`src/rtl/mb_sad_pkg.sv`:
```
package mb_sad_pkg;

   typedef enum logic [1:0] {
      ST_IDLE     = 2'd0,
      ST_CALC     = 2'd1,
      ST_DONE     = 2'd2,
      ST_COMPLETE = 2'd3
   } sad_state_e;

endpackage

```
`src/rtl/mb_sad_addr_walk.sv`:
```
module mb_sad_addr_walk #(
   parameter int FRAME_W = 96,
   parameter int BLK     = 16,
   parameter int ADDR_W  = 14
) (
   input  logic              clk,
   input  logic              rst_n,
   input  logic              load,
   input  logic [ADDR_W-1:0] base,
   output logic [ADDR_W-1:0] addr,
   output logic              busy
);
   localparam int POS_W = (BLK > 1) ? $clog2(BLK) : 1;
   localparam logic [ADDR_W-1:0] ROW_JUMP = ADDR_W'(FRAME_W - BLK + 1);
   localparam logic [POS_W-1:0]  LAST_POS = POS_W'(BLK - 1);

   generate
      if (FRAME_W < BLK) begin : g_bad_frame
         $error("mb_sad_addr_walk: FRAME_W must be at least BLK");
      end
   endgenerate

   logic [ADDR_W-1:0] ptr_q;
   logic [POS_W-1:0]  col_q, row_q;
   logic              busy_q;

   always_ff @(posedge clk or negedge rst_n) begin
      if (!rst_n) begin
         ptr_q  <= '0;
         col_q  <= '0;
         row_q  <= '0;
         busy_q <= 1'b0;
      end else if (load) begin
         ptr_q  <= base;
         col_q  <= '0;
         row_q  <= '0;
         busy_q <= 1'b1;
      end else if (busy_q) begin
         if (col_q == LAST_POS) begin
            col_q <= '0;
            ptr_q <= ptr_q + ROW_JUMP;
            if (row_q == LAST_POS) busy_q <= 1'b0;
            else                   row_q  <= row_q + 1'b1;
         end else begin
            col_q <= col_q + 1'b1;
            ptr_q <= ptr_q + 1'b1;
         end
      end
   end

   assign addr = ptr_q;
   assign busy = busy_q;

   AST_WALK_ENDS: assert property (@(posedge clk) disable iff (!rst_n)
      (busy_q && !load && col_q == LAST_POS && row_q == LAST_POS) |=> !busy_q);
endmodule

```
`src/rtl/mb_sad_pix_diff.sv`:
```
module mb_sad_pix_diff #(
   parameter int CH_W   = 8,
   parameter int NCH    = 3,
   parameter int DIFF_W = $clog2(NCH * ((1 << CH_W) - 1) + 1)
) (
   input  logic [CH_W*NCH-1:0] a,
   input  logic [CH_W*NCH-1:0] b,
   output logic [DIFF_W-1:0]   diff
);
   logic [CH_W-1:0] ch_abs [NCH];

   generate
      for (genvar i = 0; i < NCH; i++) begin : g_ch
         logic [CH_W-1:0] ca, cb;
         assign ca = a[i*CH_W +: CH_W];
         assign cb = b[i*CH_W +: CH_W];
         assign ch_abs[i] = (ca >= cb) ? (ca - cb) : (cb - ca);
      end
   endgenerate

   always_comb begin
      diff = '0;
      for (int i = 0; i < NCH; i++) diff = diff + DIFF_W'(ch_abs[i]);
   end
endmodule

```
`src/rtl/mb_sad_engine.sv`:
```
module mb_sad_engine
   import mb_sad_pkg::*;
#(
   parameter int FRAME_W = 96,
   parameter int BLK     = 16,
   parameter int ADDR_W  = 14,
   parameter int CH_W    = 8,
   parameter int NCH     = 3,
   parameter int SAD_W   = 19
) (
   input  logic                 clk,
   input  logic                 rst_n,
   input  logic                 ack_i,
   input  logic [ADDR_W-1:0]    ref_base_i,
   input  logic [ADDR_W-1:0]    cand_base_i,
   output logic                 req_o,
   output logic [1:0]           state_o,
   output logic [ADDR_W-1:0]    ref_addr_o,
   output logic [ADDR_W-1:0]    cand_addr_o,
   output logic                 rd_en_o,
   input  logic [CH_W*NCH-1:0]  ref_pix_i,
   input  logic [CH_W*NCH-1:0]  cand_pix_i,
   output logic [SAD_W-1:0]     sad_o,
   output logic                 done_o
);
   localparam int NPIX    = BLK * BLK;
   localparam int CNT_W   = $clog2(NPIX + 1);
   localparam int DIFF_W  = $clog2(NCH * ((1 << CH_W) - 1) + 1);
   localparam int NEED_W  = $clog2(NPIX * NCH * ((1 << CH_W) - 1) + 1);
   localparam logic [CNT_W-1:0] CNT_FULL = CNT_W'(NPIX);

   generate
      if (SAD_W < NEED_W) begin : g_bad_sad
         $error("mb_sad_engine: SAD_W too narrow for the worst-case total");
      end
      if ((FRAME_W * FRAME_W) > (1 << ADDR_W)) begin : g_bad_addr
         $error("mb_sad_engine: ADDR_W cannot span a square frame");
      end
   endgenerate

   sad_state_e        state_q;
   logic [SAD_W-1:0]  sad_q;
   logic [CNT_W-1:0]  cnt_q;
   logic              vld_q;
   logic              start;
   logic              ref_busy, cand_busy;
   logic [DIFF_W-1:0] pair_diff;

   assign start = (state_q == ST_IDLE) && ack_i;

   mb_sad_addr_walk #(.FRAME_W(FRAME_W), .BLK(BLK), .ADDR_W(ADDR_W)) u_ref_walk (
      .clk(clk), .rst_n(rst_n), .load(start), .base(ref_base_i),
      .addr(ref_addr_o), .busy(ref_busy));

   mb_sad_addr_walk #(.FRAME_W(FRAME_W), .BLK(BLK), .ADDR_W(ADDR_W)) u_cand_walk (
      .clk(clk), .rst_n(rst_n), .load(start), .base(cand_base_i),
      .addr(cand_addr_o), .busy(cand_busy));

   mb_sad_pix_diff #(.CH_W(CH_W), .NCH(NCH), .DIFF_W(DIFF_W)) u_diff (
      .a(ref_pix_i), .b(cand_pix_i), .diff(pair_diff));

   assign rd_en_o = ref_busy & cand_busy;
   assign req_o   = (state_q != ST_CALC) || (cnt_q == CNT_FULL);
   assign state_o = state_q;
   assign sad_o   = sad_q;
   assign done_o  = (state_q == ST_DONE);

   always_ff @(posedge clk or negedge rst_n) begin
      if (!rst_n) begin
         state_q <= ST_IDLE;
         sad_q   <= '0;
         cnt_q   <= '0;
         vld_q   <= 1'b0;
      end else begin
         vld_q <= rd_en_o;
         unique case (state_q)
            ST_IDLE: if (ack_i) begin
               state_q <= ST_CALC;
               sad_q   <= '0;
               cnt_q   <= '0;
            end
            ST_CALC: begin
               if (vld_q) begin
                  sad_q <= sad_q + SAD_W'(pair_diff);
                  cnt_q <= cnt_q + 1'b1;
               end
               if (ack_i && cnt_q == CNT_FULL) state_q <= ST_DONE;
            end
            ST_DONE:     if (ack_i) state_q <= ST_COMPLETE;
            ST_COMPLETE: if (ack_i) state_q <= ST_IDLE;
            default:     state_q <= ST_IDLE;
         endcase
      end
   end

   AST_HOLD_NO_ACK: assert property (@(posedge clk) disable iff (!rst_n)
      !ack_i |=> $stable(state_o));
   AST_IGNORE_EARLY_ACK: assert property (@(posedge clk) disable iff (!rst_n)
      !req_o |=> (state_o == 2'd1));
   AST_READ_IN_CALC: assert property (@(posedge clk) disable iff (!rst_n)
      rd_en_o |-> (state_o == 2'd1));
   AST_CLEAR_ON_START: assert property (@(posedge clk) disable iff (!rst_n)
      (state_o == 2'd0 && ack_i) |=> (sad_o == '0));
   AST_NO_OVERCOUNT: assert property (@(posedge clk) disable iff (!rst_n)
      (cnt_q == CNT_FULL) |-> !vld_q);
   AST_RESULT_FROZEN: assert property (@(posedge clk) disable iff (!rst_n)
      (state_o == 2'd2 || state_o == 2'd3) |=> $stable(sad_o));
endmodule

```
`config.mk`:
```
export PLATFORM = sky130hd
export DESIGN_NAME = mb_sad_engine
export DESIGN_NICKNAME = d
export VERILOG_FILES = /design/src/rtl/mb_sad_pkg.sv /design/src/rtl/mb_sad_addr_walk.sv /design/src/rtl/mb_sad_pix_diff.sv /design/src/rtl/mb_sad_engine.sv
export SDC_FILE = /design/constraint.sdc
export NUM_CORES = 1
export LEC_CHECK = 0
export ABC_AREA = 1
export CORE_MARGIN = 5
export CORE_UTILIZATION = 45
export DETAILED_ROUTE_END_ITERATION = 10
export PLACE_DENSITY_LB_ADDON = 0.25
export SLEW_MARGIN = 0
export SYNTH_ARGS = -nofsm -noshare
export SYNTH_HDL_FRONTEND = slang
export SYNTH_SLANG_ARGS = --single-unit
```
`constraint.sdc`:
```
create_clock -name clk -period 3.65 [get_ports clk]
set_input_delay 1.095 -clock clk [delete_from_list [all_inputs] [get_ports clk]]
set_output_delay 1.095 -clock clk [all_outputs]
set_load 0.01 [all_outputs]
```
==> metrics.md, run 1 <==
| Metric | Value |
|---|---|
| Non-Filler Instances | between 1,500 and 2,000 |
| Count of placed standard cells including taps | approximately 1,700 |
| Gr ovfl total | 0 |
| Synthesized instance count | around 1,200 |
| CP Class | input port to flip-flop |
| Initial cell density of the core | 0.454 |
| Die height | 144 microns |
| Largest cells by area after synthesis | dfrtp_1, nand2_1, ha_1 |
| Arr. time, crit path | about 5.3 ns |
| Clk_skew | ~0.0055 ns |
| Register area share after synthesis | 0.238 |
| Core ar. | ~0.018 sq mm |
| Slew headroom | 0.330 |
| Synthesis-to-layout area growth | 50.3% |
| Syn_area_per_cell | roughly 6.6 sq um |
| RSZ-0062 raised after global routing | yes |
| P_leak | between 6 and 7 nW |
| Maxcap violations | 0 |
| DRT iter0 DRCs | between 400 and 500 |
| Crit path capture type | flip-flop |
| Final Cycle Share | 1.39 |
| Multiplexer area fraction after synthesis | 0 |
| Compound-Gate Fraction of Synth Area | 0.140 |
| Crit path max fanout | 8 |
| DRC Markers | 0 |
| Outcome | finished with violations |
| Max-slew violation count | 0 |
| Clk slew on worst S/H paths | around 0.06 ns |
| Vias in the first global route | about 9,000 |
| HP Start | u_ref_walk.addr[13] |
| CP max stage delay | between 0.3 and 0.4 ns |
| Reg area | ~0.0019 sq mm |
| Pwr Density | ~750 mW/mm^2 |
| Die area | roughly 0.021 sq mm |
| Largest family of logic cells by synthesized area | simple AND/OR/NAND/NOR gates |
| Post-synthesis cell type count | between 40 and 50 |
| Worst-Skew Late Latency | 0.34 ns |
| Htree depth | 3 |
| Port-buffer cells | 130 |
| Cell Area, Synth | about 0.0081 sq mm |
| IO Count | 131 |
| Synth warn | 0 |
| Die X-Extent | between 100 and 150 microns |
| Overall Power | ~9 mW |
| Reg2Reg Setup Slack | roughly 1.4 ns |
| Layout fillers | around 1,500 |
| Final Hold Vio Count | 0 |
| Least-Margin Pin Slew | approximately 1 ns |
| Max Clock Freq | about 200 MHz |
| First-pass GRT wire length | 39,100 microns |
| Commonest non-fill, non-tap cells in the layout | nand2_1, buf_4, inv_1 |
| Pre-CTS setup slack | -2.34 ns |
| # nets final | 1,706 |
| Yosys top cell by area | dfrtp_1 |
| # rows | approximately 50 |
| Final Wtd Congestion | 0.887 |
| ANT nets after route | 0 |
| CP Launch Type | input port |
| Fraction of registers with async set/reset | 1.00 |
| CTS Buffer Depth | 2 |
| CTS Hold Bufs | 0 |
| Multi-input logic area | 0.00623 sq mm |
| Final min period | 5.07 ns |
| Req. time, crit path | between 3 and 4 ns |
| CP max stage cell | ha_1 |
| Final WS setup | -1.42 ns |
| Syn Nets | ~1,400 |
| Clk sinks | 77 |
| Share of the synthesized area in the top cell type | 0.238 |
| RR Startpoint | u_cand_walk.col_q[0] |
| Failing checks | negative setup slack |
| Final setup viols | 18 |
| Post-synth EDFFs | 0 |
| WL/cell | around 13 microns |
| Commonest non-fill, non-tap cell in the layout | nand2_1 |
| Hold Path End | u_ref_walk.addr[13] |
| Final instance area | about 0.012 sq mm |
| Adder-cell share of the synthesized area | 0.160 |
| Min-Delay Path Depth | 2 |
| Via count | between 8,000 and 9,000 |
| Area post-placement | roughly 0.011 sq mm |
| HP Class | flip-flop to flip-flop |
| Share of layout cells above drive strength 1 | 0.271 |
| Initial antenna violation count | 0 |
| Reg2reg end | u_cand_walk.addr[10] |
| Number of vias per cell | approximately 5 |
| HPWL Detailed | between 15,000 and 20,000 microns |
| Largest net degree at the start of global routing | approximately 80 |
| VDD IR-drop max | about 0.6 mV |
| Number of synthesized register bits | a little under 80 |
| CTS Buf Count | 9 |
| Clock root buffer | clkbuf_16 |
| Top_reg_cell synth | dfrtp_1 |
| Xor/xnor cell area share of the yosys netlist | 0.0422 |
| Simple-Gate Fraction of Synth Area | 0.311 |
| Worst reg-to-reg path cell count | 13 |
| Total wire length | around 23,000 microns |
| CTS tree | done |
| Initial DRT Pass Iterations | 5 |
| Gr usage total | 0.223 |
| Antenna cells | 0 |
repair_timing:
action                                  in CTS  in global routing
resized for setup                          176                 64
buffers inserted                            20                  6
endpoints found under the setup margin      18                 18
pin swaps                                   86                 48
final cells by class:
type                    instances  area share
clock inverters                 5     0.00637
multi-input cells             931       0.512
repair buffers                312       0.218
inverters                     198      0.0631
flip-flops and latches         77       0.158
well taps                     229      0.0235
clock buffers                   9      0.0185
Yosys cell counts (10+ instances only):
| library cell | instances |
|---|---|
| a21oi_1 | 80 |
| buf_2 | 12 |
| dfrtp_1 | 77 |
| ha_1 | 89 |
| inv_1 | 193 |
| nand2_1 | 345 |
| nand3_1 | 98 |
| nand4_1 | 21 |
| nor2_1 | 94 |
| o21a_1 | 12 |
| o21ai_0 | 58 |
| or2_2 | 10 |
| xor2_1 | 30 |
metrics by stage:
step / util / setup TNS [ns] / hold slack, ns
after detailed placement: 0.614 / -36.36 / 0.502
after global routing: 0.682 / -25.56 / 0.548
after floorplan: - / -19.06 / 0.477
final: 0.682 / -21.19 / 0.510
after global placement: 0.614 / -34.08 / 0.496
after CTS: 0.668 / -20.42 / 0.519
how the worst max path moves through the flow:
stage / slack (ns) / endpoint / cells past startpoint / startpoint
5_1_grt: -1.74 / sad_o[13] / 36 / ref_pix_i[10]
3_3_place_gp: -2.14 / sad_o[13] / 33 / ref_pix_i[0]
3_5_place_dp: -2.34 / sad_o[14] / 30 / ref_pix_i[0]
4_1_cts: -1.34 / sad_o[14] / 32 / ref_pix_i[8]
2_1_floorplan: -1.39 / sad_o[13] / 32 / ref_pix_i[0]
6_report: -1.42 / sad_o[13] / 35 / ref_pix_i[11]
flip-flops by register name, summed over array words and instances (netlist names), 2 cells and up:
register / flops
u_ref_walk.col_q: 4
u_ref_walk.addr: 14
u_ref_walk.row_q: 4
u_cand_walk.addr: 14
cnt_q: 9
u_cand_walk.col_q: 4
state_o: 2
sad_o: 19
u_cand_walk.row_q: 4
cell families (layout without fill, tap and decap cells):
family	Yosys count	count (layout)
AOI/OAI and AO/OA	201	201
xor gates and xnor gates	39	39
adders and majority gates	98	98
buffers and inverters	220	524
DFF	77	77
and+or+nand+nor	593	593
power breakdown:
part	total (mW)	internal (mW)	leakage, nW	switching, mW
Sequential	1.52	1.16	0.949	0.358
Combinational	6.65	3.20	5.14	3.45
Clock	0.939	0.589	0.147	0.351
Total	9.11	4.95	6.24	4.16
critical path: cells and delay by family:
| kind | cells | cell delay, ns |
|---|---|---|
| buffers and inverters | 6 | 0.74 |
| XOR/XNOR | 1 | 0.18 |
| AND/OR/NAND/NOR | 20 | 1.63 |
| adder cells (fa/ha/maj) | 4 | 1.10 |
| AO/OA/AOI/OAI | 4 | 0.57 |
layer usage:
metal / track usage / share of wire / up-vias
met2: 0.393 / 0.50 / 216
met3: 0.0446 / 0.054 / 28
li1: - / - / 4567
met4: 0.0442 / 0.011 / 0
met1: 0.284 / 0.44 / 4144
met5: 0 / 0 / -
No activity file was read; power rests on OpenSTA's default activity.
==> run 2, diff against run 1 <==
DONT_BUFFER_PORTS = 1   (was unset)
==> run 2 against run 1 <==
Compared with the run above:
- the flow still finishes with violations (negative setup slack)
- clock skew increased by 0.0044 ns
- utilization decreased by 9.8 points
- combinational power decreased by 6.3%
- maximum frequency increased by 2.2%
- first-iteration DRC count decreased by 12%
- final cell count decreased by 8.5%
- final area decreased by 14%
- via count decreased by 8.6%
- routed wire length decreased by 6.3%
- power decreased by 3.3%
- register-to-register slack got worse by 0.28 ns
- critical path depth decreased by 4
- critical path type unchanged
- highest routed layer unchanged
==> metrics.md, run 2 (synthesis results as in run 1) <==
| Metric | Value |
|---|---|
| CP Launch Type | input port |
| CTS tree | done |
| Max reg flops | 19 (unchanged) |
| ANT nets after route | 0 (unchanged) |
| Crit path capture type | flip-flop |
| HP Class | input port to async pin |
| Total wire length | 21,400 microns (-6.3%) |
| Clk_skew | 0.00983 ns (+0.00437 ns) |
| CTS Buffer Depth | 2 (unchanged) |
| # rows | 49 (unchanged) |
| Gr usage total | 0.203 (-0.0192) |
| DRT iter0 DRCs | 418 (-12%) |
| Maxcap violations | 0 (unchanged) |
| RR Startpoint | state_o[0] |
| Clk slew on worst S/H paths | 0.06 ns (about the same) |
| Vias in the first global route | 7,938 (-11%) |
| Initial cell density of the core | 0.454 (unchanged) |
| Cell Int Power | 4.68 mW (-5.4%) |
| Pre-CTS setup slack | -1.68 ns (+0.660 ns) |
| Crit. Startpoint | ref_pix_i[8] |
| Via count | 8,189 (-8.6%) |
| Multi-input logic area | 0.00588 sq mm (-5.6%) |
| # nets final | 1,554 (-8.9%) |
| Number of vias per cell | 5.08 (about the same) |
| RSZ-0062 raised after global routing | yes |
| Share of layout cells above drive strength 1 | 0.232 (-0.0386) |
| Synthesis-to-layout area growth | 28.8% |
| P_leak | 5.57 nW (-11%) |
| Max Clock Freq | 202 MHz (+2.2%) |
| Port-buffer cells | 0 (-100%) |
| Area post-placement | 0.00957 sq mm (-13%) |
| Die X-Extent | 144 microns (unchanged) |
| Pwr Density | 845 mW/mm^2 (+13%) |
| Slew headroom | 0.661 (+0.331) |
| Crit path max fanout | 8 (unchanged) |
| VDD IR-drop max | 0.681 mV (+15%) |
| Initial antenna violation count | 0 (unchanged) |
| Outcome | finished with violations |
| Final Wtd Congestion | 0.878 (-0.99%) |
| First-pass GRT wire length | 35,600 microns (-8.7%) |
| Worst-Skew Late Latency | 0.34 ns (about the same) |
| Reg area | 0.00193 sq mm (unchanged) |
| Final setup viols | 18 (unchanged) |
| Htree depth | 3 (unchanged) |
| Least-Margin Pin Slew | 0.507 ns (-0.498 ns) |
| Layout fillers | 1,674 (+14%) |
| Combinational share of power | 0.707 (-0.023) |
| Overall Power | 8.81 mW (-3.3%) |
| Core ar. | 0.0178 sq mm (unchanged) |
| Final min period | 4.96 ns (-0.110 ns) |
| End-of-flow core utilization | 0.584 (-0.0978) |
| Die height | 144 microns (unchanged) |
| Count of placed standard cells including taps | 1,577 (-8.4%) |
| CP Class | input port to flip-flop |
| IO Count | 131 (unchanged) |
| Final WS setup | -1.31 ns (+0.110 ns) |
| Initial DRT Pass Iterations | 5 (unchanged) |
| Final instance area | 0.0104 sq mm (-14%) |
| Non-Filler Instances | 1,611 (-8.5%) |
| HPWL Detailed | 16,500 microns (-4.4%) |
| CTS Hold Bufs | 0 (unchanged) |
| Top cell by count, worst path | nand2_1 |
| Clk sinks | 77 (unchanged) |
| Clock root buffer | clkbuf_16 |
| Req. time, crit path | 3.91 ns (about the same) |
| Die area | 0.0208 sq mm (unchanged) |
| Arr. time, crit path | 5.22 ns (-0.11 ns) |
| Switching share of total power | 0.468 (+0.0119) |
| Failing checks | negative setup slack |
| Clock network power share | 0.106 (+0.003) |
| DRC Markers | 0 (unchanged) |
| Max-slew violation count | 0 (unchanged) |
| Gr ovfl total | 0 (unchanged) |
| Final Cycle Share | 1.36 (-0.0301) |
| TNS Setup | -19.84 ns (+1.36 ns) |
| Net switching power | 4.12 mW (-0.78%) |
| WL/cell | 13.3 microns (+2.4%) |
| Commonest non-fill, non-tap cells in the layout | nand2_1, inv_1, buf_4 |
| CTS Buf Count | 9 (unchanged) |
| Hold WS | 0.456 ns (-0.0545 ns) |
| Largest net degree at the start of global routing | 78 (unchanged) |
| Final Hold Vio Count | 0 (unchanged) |
| Antenna cells | 0 (unchanged) |
| CP max stage cell | fa_2 |
| CP max stage delay | 0.36 ns (+0.02 ns) |
| Commonest non-fill, non-tap cell in the layout | nand2_1 |
| Flop pwr share | 0.187 (+0.020) |
## run 2: repair_timing
item                       4_1_cts  5_1_grt
setup endpoints to repair       18       18
pin swaps                       41       28
setup buffers                   13        5
gates resized for setup         45       50
## run 2: worst max-delay path: cells and delay by family
family                     cells  cell delay (ns)
adders and majority gates      5             1.51
and+or+nand+nor               16             1.47
AOI/OAI and AO/OA              6             0.92
buffers and inverters          3             0.11
xor gates and xnor gates       1             0.08
## run 2: path summary, 6_finish.rpt
kind                                            end  slack [ns]  cells past startpoint
worst min register to register  u_ref_walk.col_q[0]        0.51                      1
max in group asynchronous       u_ref_walk.col_q[1]        3.05                      0
worst max register to register  u_ref_walk.addr[10]        1.07                     10
worst min-delay path                       cnt_q[5]        0.46                      0
min in group clk                u_ref_walk.col_q[0]        0.51                      1
worst max-delay path                      sad_o[14]       -1.31                     31
## run 2: power by group through the flow
stage,clock [mW],sequential [mW],combinational [mW]
after floorplan,0,1.53,3.48
after global placement,0,1.65,4.90
after detailed placement,0,1.65,5.01
after CTS,0.953,1.64,5.46
after global routing,0.993,1.70,6.91
final,0.934,1.64,6.23
## run 2: layout make-up
| type | count | share of cell area |
|---|---|---|
| clock inverters | 6 | 0.00660 |
| flip-flops and latches | 77 | 0.185 |
| inverters | 198 | 0.0755 |
| multi-input cells | 931 | 0.564 |
| repair buffers | 160 | 0.118 |
| clock buffers | 10 | 0.0229 |
| well taps | 229 | 0.0275 |
## run 2: metal layers
layer / up-vias / GRT usage / wire [microns]
met5: - / 0 / 0
li1: 4257 / - / -
met2: 148 / 0.347 / 10200
met1: 3759 / 0.268 / 9870
met3: 25 / 0.0483 / 1100
met4: 0 / 0.0334 / 262
